File: src/rtl/ts_filt_pkg.sv
package ts_filt_pkg;
  localparam int SLOT_W   = 17;
  localparam int PID_W    = 13;
  localparam int HALT_BIT = 13;
  localparam int LE_BIT   = 14;
  localparam int EN_BIT   = 15;
  localparam int ALL_BIT  = 16;
  localparam logic [7:0] SYNC_BYTE = 8'h47;
  localparam logic [SLOT_W-1:0] SLOT_RELEASED = 17'h01FFF;
  localparam logic [SLOT_W-1:0] SLOT0_RESET   = 17'h03FFF;

  typedef enum logic [1:0] {ST_IDLE, ST_HDR, ST_PASS, ST_SKIP} pkt_st_e;
endpackage

File: src/rtl/ts_slot_bank.sv
module ts_slot_bank import ts_filt_pkg::*; #(
  parameter int NUM_SLOTS = 8,
  localparam int IDX_W = $clog2(NUM_SLOTS)
) (
  input  logic                        clk,
  input  logic                        rst_n,
  input  logic                        wr_en,
  input  logic [IDX_W-1:0]            wr_idx,
  input  logic [SLOT_W-1:0]           wr_val,
  input  logic                        commit,
  output logic [NUM_SLOTS*SLOT_W-1:0] active_o
);
  for (genvar i = 0; i < NUM_SLOTS; i++) begin : g_slot
    localparam logic [SLOT_W-1:0] RST_V = (i == 0) ? SLOT0_RESET : SLOT_RELEASED;
    logic              sel;
    logic [SLOT_W-1:0] stage_q, stage_d, live_q, live_d;

    assign sel = wr_en && (wr_idx == IDX_W'(i));

    always_comb begin
      stage_d = sel    ? wr_val  : stage_q;
      live_d  = commit ? stage_q : live_q;
    end

    always_ff @(posedge clk or negedge rst_n) begin
      if (!rst_n) begin
        stage_q <= RST_V;
        live_q  <= RST_V;
      end else begin
        stage_q <= stage_d;
        live_q  <= live_d;
      end
    end

    assign active_o[i*SLOT_W +: SLOT_W] = live_q;
  end
endmodule

File: src/rtl/ts_pid_match.sv
module ts_pid_match import ts_filt_pkg::*; #(
  parameter int NUM_SLOTS = 8
) (
  input  logic [NUM_SLOTS*SLOT_W-1:0] table_i,
  input  logic [PID_W-1:0]            pid_i,
  output logic                        pass_o,
  output logic                        le_o
);
  logic [NUM_SLOTS-1:0] hit;
  logic [SLOT_W-1:0]    ctl;
  logic                 unused_tbl;

  for (genvar i = 0; i < NUM_SLOTS; i++) begin : g_cmp
    logic [SLOT_W-1:0] ent;
    assign ent    = table_i[i*SLOT_W +: SLOT_W];
    assign hit[i] = ent[EN_BIT] && (ent[PID_W-1:0] == pid_i);
  end

  assign ctl        = table_i[SLOT_W-1:0];
  assign pass_o     = !ctl[HALT_BIT] && (ctl[ALL_BIT] || (|hit));
  assign le_o       = ctl[LE_BIT];
  assign unused_tbl = ^table_i;
endmodule

File: src/rtl/ts_word_pack.sv
module ts_word_pack (
  input  logic        clk,
  input  logic        rst_n,
  input  logic        load_hdr,
  input  logic [7:0]  hdr1,
  input  logic [7:0]  hdr2,
  input  logic [7:0]  sync_b,
  input  logic        push,
  input  logic [7:0]  byte_i,
  input  logic        last_i,
  input  logic        le_i,
  output logic        out_valid,
  output logic [31:0] out_data,
  output logic        out_eop
);
  logic [1:0]       lane_q, lane_d;
  logic [2:0][7:0]  acc_q, acc_d;
  logic             vld_q, vld_d, eop_q, eop_d;
  logic [31:0]      data_q, data_d;

  function automatic logic [31:0] pack_word(input logic [3:0][7:0] b, input logic le);
    logic [31:0] w;
    w = '0;
    for (int j = 0; j < 4; j++) begin
      if (le) w[8*j +: 8]     = b[j];
      else    w[8*(3-j) +: 8] = b[j];
    end
    return w;
  endfunction

  always_comb begin
    lane_d = lane_q;
    acc_d  = acc_q;
    vld_d  = 1'b0;
    eop_d  = 1'b0;
    data_d = data_q;
    if (load_hdr) begin
      acc_d  = {hdr2, hdr1, sync_b};
      lane_d = 2'd3;
    end else if (push) begin
      case (lane_q)
        2'd0: acc_d[0] = byte_i;
        2'd1: acc_d[1] = byte_i;
        2'd2: acc_d[2] = byte_i;
        default: begin
          vld_d  = 1'b1;
          eop_d  = last_i;
          data_d = pack_word({byte_i, acc_q[2], acc_q[1], acc_q[0]}, le_i);
        end
      endcase
      lane_d = lane_q + 2'd1;
    end
  end

  always_ff @(posedge clk or negedge rst_n) begin
    if (!rst_n) begin
      lane_q <= '0;
      acc_q  <= '0;
      vld_q  <= 1'b0;
      eop_q  <= 1'b0;
      data_q <= '0;
    end else begin
      lane_q <= lane_d;
      acc_q  <= acc_d;
      vld_q  <= vld_d;
      eop_q  <= eop_d;
      if (vld_d) data_q <= data_d;
    end
  end

  assign out_valid = vld_q;
  assign out_eop   = eop_q;
  assign out_data  = data_q;
endmodule

File: src/rtl/ts_pid_filter.sv
module ts_pid_filter import ts_filt_pkg::*; #(
  parameter int NUM_SLOTS = 8,
  parameter int PKT_BYTES = 188,
  localparam int IDX_W  = $clog2(NUM_SLOTS),
  localparam int ADDR_W = IDX_W + 2
) (
  input  logic              clk,
  input  logic              rst_n,
  input  logic              in_valid,
  input  logic              in_sop,
  input  logic [7:0]        in_data,
  input  logic              wr_en,
  input  logic [ADDR_W-1:0] wr_addr,
  input  logic [31:0]       wr_data,
  output logic              out_valid,
  output logic [31:0]       out_data,
  output logic              out_eop
);
  localparam int CNT_W = $clog2(PKT_BYTES);

  pkt_st_e    st_q, st_d;
  logic [CNT_W-1:0] cnt_q, cnt_d;
  logic [7:0] hdr1_q, hdr1_d;
  logic       commit, busy, last_byte, load_hdr, push, fwd, le;
  logic [NUM_SLOTS*SLOT_W-1:0] active_flat;
  logic       unused_wr;

  assign unused_wr = ^{wr_addr[1:0], wr_data[31:SLOT_W]};
  assign busy      = (st_q != ST_IDLE);
  assign commit    = !busy;
  assign last_byte = (cnt_q == CNT_W'(PKT_BYTES - 1));

  ts_slot_bank #(.NUM_SLOTS(NUM_SLOTS)) u_bank (
    .clk      (clk),
    .rst_n    (rst_n),
    .wr_en    (wr_en),
    .wr_idx   (wr_addr[ADDR_W-1:2]),
    .wr_val   (wr_data[SLOT_W-1:0]),
    .commit   (commit),
    .active_o (active_flat)
  );

  ts_pid_match #(.NUM_SLOTS(NUM_SLOTS)) u_match (
    .table_i (active_flat),
    .pid_i   ({hdr1_q[4:0], in_data}),
    .pass_o  (fwd),
    .le_o    (le)
  );

  always_comb begin
    st_d     = st_q;
    cnt_d    = cnt_q;
    hdr1_d   = hdr1_q;
    load_hdr = 1'b0;
    push     = 1'b0;
    case (st_q)
      ST_IDLE: begin
        if (in_valid && in_sop && (in_data == SYNC_BYTE)) begin
          cnt_d = CNT_W'(1);
          st_d  = ST_HDR;
        end
      end
      ST_HDR: begin
        if (in_valid) begin
          if (cnt_q == CNT_W'(1)) begin
            hdr1_d = in_data;
            cnt_d  = CNT_W'(2);
          end else begin
            cnt_d = CNT_W'(3);
            if (fwd) begin
              load_hdr = 1'b1;
              st_d     = ST_PASS;
            end else begin
              st_d = ST_SKIP;
            end
          end
        end
      end
      ST_PASS, ST_SKIP: begin
        if (in_valid) begin
          push = (st_q == ST_PASS);
          if (last_byte) st_d  = ST_IDLE;
          else           cnt_d = cnt_q + CNT_W'(1);
        end
      end
      default: st_d = ST_IDLE;
    endcase
  end

  always_ff @(posedge clk or negedge rst_n) begin
    if (!rst_n) begin
      st_q   <= ST_IDLE;
      cnt_q  <= '0;
      hdr1_q <= '0;
    end else begin
      st_q  <= st_d;
      cnt_q <= cnt_d;
      if (in_valid) hdr1_q <= hdr1_d;
    end
  end

  ts_word_pack u_pack (
    .clk       (clk),
    .rst_n     (rst_n),
    .load_hdr  (load_hdr),
    .hdr1      (hdr1_q),
    .hdr2      (in_data),
    .sync_b    (SYNC_BYTE),
    .push      (push),
    .byte_i    (in_data),
    .last_i    (last_byte),
    .le_i      (le),
    .out_valid (out_valid),
    .out_data  (out_data),
    .out_eop   (out_eop)
  );
endmodule

File: config.mk
export PLATFORM = sky130hd
export DESIGN_NAME = ts_pid_filter
export DESIGN_NICKNAME = d
export VERILOG_FILES = /design/src/rtl/ts_filt_pkg.sv /design/src/rtl/ts_slot_bank.sv /design/src/rtl/ts_pid_match.sv /design/src/rtl/ts_word_pack.sv /design/src/rtl/ts_pid_filter.sv
export SDC_FILE = /design/constraint.sdc
export NUM_CORES = 1
export LEC_CHECK = 0
export ABC_AREA = 1
export ABC_CLOCK_PERIOD_IN_PS = 2200
export BUFFER_PORTS_ARGS = -buffer_cell sky130_fd_sc_hd__buf_4
export CAP_MARGIN = 20
export CORE_UTILIZATION = 47
export DETAILED_ROUTE_END_ITERATION = 8
export GPL_TIMING_DRIVEN = 1
export HOLD_SLACK_MARGIN = 0.08
export PLACE_DENSITY = 0.62
export RECOVER_POWER = 25
export SLEW_MARGIN = 20
export SYNTH_ARGS = -nofsm -noshare
export SYNTH_HDL_FRONTEND = slang
export SYNTH_SLANG_ARGS = --single-unit
File: constraint.sdc
create_clock -name clk -period 2.2 [get_ports clk]
set_clock_uncertainty 0.1 [all_clocks]
set_input_delay 0.33 -clock clk [delete_from_list [all_inputs] [get_ports clk]]
set_output_delay 0.33 -clock clk [all_outputs]
set_load 0.01 [all_outputs]
==> impl_metrics.toml <==
[global_routing]
use_met1 = 0.3462
gr-usage-all-layers = 0.2597
grtUsageMet3 = 0.03634
grt_max_degree = 211
met2_usage = 0.4281
grt_pass1_vias = 11149
antenna_found_initial = 0
busiest_layer = "met2"
grt_pass1_wl_um = 61020
grt-ovfl-total = 0

[synth]
netlist.area_leader.share = 0.3931
yosys_warnings = 0
seq_area_frac_synth = 0.5678
yosys.cell_count.top_type = "nand2_1"
syn_nets = 1763
netlist_instances = 1707
synth.area.top_cells = "dfstp_2 39%, dfrtp_1 17%, nand2_1 17%"
netlist_area_um2 = 14040
synth-edff-count = 0
ys.flop_type = "dfstp_2"
yosysTopAreaCell = "dfstp_2"
syn_avg_cell_area_um2 = 8.223
synth_commonest_cells = "646 x nand2_1, 295 x o21ai_0, 210 x dfstp_2"
synthArstFlopShare = 1.000
yosysUniqueCellTypes = 36
ys_seq_elements = 308

[die]
chipHeight_um = 174.8
core_um2 = 29010
initial_core_util = 0.4838
die_w_um = 174.8
die-area_um2 = 30560
placementRows = 62
io_pins = 84

[sta]
maxSlewViolCount = 84
setup-tns-final_ns = -0.4008
hold_violations = 0
min_period_over_period = 1.021
rsz0062_at_grt = "true"
worst_slew_pin_slew_ns = 1.675
max_slew_margin = -0.1168
max_freq_mhz = 445.1
timing.hold.ws_ns = 0.08715
setup_violations = 18
fin_ws_ns = -0.04686
fin_crit_ns = 2.247

[layout]
antennaDiodeCount = 0
fillers = 2748
syn_to_final_growth_pct = 19.17
final_layout_size_suffix_gt1_frac = 0.2554
stdcell_count = 2236
layout.nets = 1882

[detailed_routing]
drc_errors = 0
via_per_inst = 5.123
dr.pass1.iters = 6
ant_nets = 0
wl_per_cell_um = 17.17
num_vias = 11455
initialDrtViolationCount = 853
routed_wl_um = 38380

[worst_setup_path]
timing.rr.end = "u_pack.acc_q[15]$_DFFE_PN0P_"
arrival_ns = 2.54
worstSetupEndpointType = "register"
required_ns = 2.49
start_kind = "register"
crit_chain = "clkinvlp_4 -> buf_6 -> nand2_2 -> nand2_1 -> nor2_1 -> nand2_1 -> nor2_2 -> nand2_1 -> nand2_1 -> nor2_2 -> nand3_4 -> nand3_4 -> buf_6 -> nand3_2 -> nand3_2"
cpMaxStageDelayCell = "dfrtp_1"
r2r_cells = 15
crit_top_cell = "nand2_1"
critical_path.max_stage_delay_ns = 0.39
ff2ff_setup_slack_ns = -0.05
path_class = "register to register"
rr_startpoint = "hdr1_q[3]$_DFFE_PN0P_"
worstPathMaxFanout = 6

[worst_hold_path]
min_path_cells = 3
hold_path_class = "input port to register"
min_from = "wr_data[8]"
min_to = "u_bank.g_slot[7].stage_q[8]$_DFFE_PN1P_"

[power_and_ir_drop]
seq_power_share = 0.449
p_per_area_nw_per_um2 = 1220
p_leak_nw = 7.591
p_sw_mw = 6.626
p_clk_frac = 0.279
combPwrFrac = 0.272
peakVddDrop_uv = 683.5
total_power_mw = 20.41
intPower_mw = 13.78
p_sw_frac = 0.3246

[cts]
clockRootBuffer = "clkbuf_16"
clkLatencyLatePin_ns = 0.51
cts_made_buffers = 36
cts_tree = "built"
clock_path_buffers = 3
clock-sinks = 308
h-tree-depth = 2
clkTransAtPathRegs_ns = 0.05

[run_status]
violations = "max-capacitance violations, max-slew violations, negative setup slack"
status = "finished with violations"

[place]
gp_congestion = 0.8623
dp_hpwl_um = 25430
dp.cells = 2161
numPortBuffers = 66

[flow_run]
max_cap_viol_count = 2
==> timing repair <==
| item | 4_1_cts | 5_1_grt |
|---|---|---|
| setup buffers | 3 | 0 |
| hold buffers | 6 | 0 |
| resized for setup | 34 | 28 |
| gates cloned | 2 | 0 |
| setup endpoints to repair | 27 | 28 |
| endpoints found under the hold margin | 57 | 0 |
| pin swaps | 8 | 12 |
==> power by group through the flow <==
stage	combinational, mW	clock [mW]	sequential, mW
4_1_cts	5.55	5.81	9.15
6_report	5.55	5.69	9.17
3_3_place_gp	5.26	0	9.14
3_5_place_dp	5.39	0	9.21
5_1_grt	6.32	6.03	9.40
2_1_floorplan	3.36	0	9.05
==> state kept, by name, indices dropped and copies added (netlist names) <==
name	flops
u_pack.out_valid	1
u_pack.lane_q	2
u_bank.g_slot.live_q	115
u_pack.out_data	32
u_pack.out_eop	1
u_bank.g_slot.stage_q	115
cnt_q	8
u_pack.acc_q	24
hdr1_q	8
st_q	2
==> worst max-delay path by stage <==
stage | startpoint | endpoint | slack (ns) | cells past startpoint
2_1_floorplan | hdr1_q[1]$_DFFE_PN0P_ | u_pack.acc_q[23]$_DFFE_PN0P_ | 0.33 | 17
3_3_place_gp | hdr1_q[3]$_DFFE_PN0P_ | u_pack.acc_q[5]$_DFFE_PN0P_ | -0.18 | 12
3_5_place_dp | hdr1_q[3]$_DFFE_PN0P_ | u_pack.acc_q[7]$_DFFE_PN0P_ | -0.21 | 12
4_1_cts | hdr1_q[3]$_DFFE_PN0P_ | u_pack.acc_q[11]$_DFFE_PN0P_ | -0.05 | 15
5_1_grt | u_bank.g_slot[4].live_q[4]$_DFFE_PN1N_ | u_pack.acc_q[13]$_DFFE_PN0P_ | -0.18 | 14
6_report | hdr1_q[3]$_DFFE_PN0P_ | u_pack.acc_q[15]$_DFFE_PN0P_ | -0.05 | 15
==> cells by family (layout without fill, tap and decap cells) <==
family | count (synthesis) | count (layout) | synth area share
buffers and inverters | 242 | 386 | 0.07078
xor gates and xnor gates | 5 | 5 | 0.003120
DFF | 308 | 308 | 0.5678
AOI/OAI and AO/OA | 344 | 344 | 0.1272
adders and majority gates | 6 | 6 | 0.005348
muxes | 3 | 3 | 0.002407
and+or+nand+nor | 799 | 800 | 0.2233
==> critical path: cells and delay by family, from the launching register on <==
family                 cells  cell delay, ns
buffers and inverters      3            0.62
DFF                        1            0.39
and+or+nand+nor           12            0.99
==> cell type report <==
cell class                      instances  area (um^2)  share of cell area
Tap cell                              384        480.5             0.02872
Timing Repair Buffer                  161         1308             0.07817
Sequential cell                       308         7970              0.4765
Clock buffer                           57         1061             0.06343
Inverter                              161        608.1             0.03635
Multi-Input combinational cell       1158         5236              0.3130
Clock inverter                          7        63.81            0.003815
==> per-stage QoR <==
stage,setup WS [ns],util,cell area [um^2]
detailed placement,-0.2063,0.5297,15370
global route,-0.1760,0.5765,16730
floorplan,0.3266,-,14040
global placement,-0.1807,0.5297,15370
finish,-0.04686,0.5765,16730
CTS,-0.05290,0.5753,16690
==> per-layer routing <==
metal  share of wire  wire, um
met5               0         0
met1            0.45     17110
met4           0.036      1366
met2            0.47     18180
met3           0.045      1727
==> cells in the final DEF, fill, tap and decap left out, types with 2 or more instances in the layout <==
| master | Yosys | routed |
|---|---|---|
| nor2_2 | 2 | 9 |
| dfrtp_1 | 98 | 98 |
| clkinv_2 | 0 | 5 |
| clkbuf_1 | 54 | 22 |
| nand4_1 | 11 | 11 |
| nor2_1 | 91 | 83 |
| nor3_1 | 9 | 9 |
| o21ai_0 | 295 | 287 |
| nor4_1 | 3 | 3 |
| clkbuf_16 | 0 | 37 |
| nand3_4 | 1 | 2 |
| nand2_2 | 0 | 13 |
| dfstp_2 | 210 | 210 |
| nand3_1 | 30 | 19 |
| inv_1 | 155 | 150 |
| mux2_2 | 3 | 3 |
| a21oi_1 | 20 | 19 |
| buf_12 | 1 | 7 |
| buf_6 | 3 | 9 |
| inv_2 | 6 | 10 |
| nand3_2 | 1 | 12 |
| clkbuf_2 | 1 | 3 |
| o31ai_1 | 2 | 2 |
| buf_4 | 8 | 127 |
| ha_1 | 6 | 6 |
| o21ai_2 | 7 | 9 |
| o21ai_1 | 7 | 13 |
| xor2_1 | 5 | 5 |
| o211ai_1 | 10 | 10 |
| nand2_1 | 646 | 632 |
| clkbuf_8 | 0 | 6 |
| dlygate4sd3_1 | 0 | 6 |
Note: power is estimated with default switching activity, not from simulation.
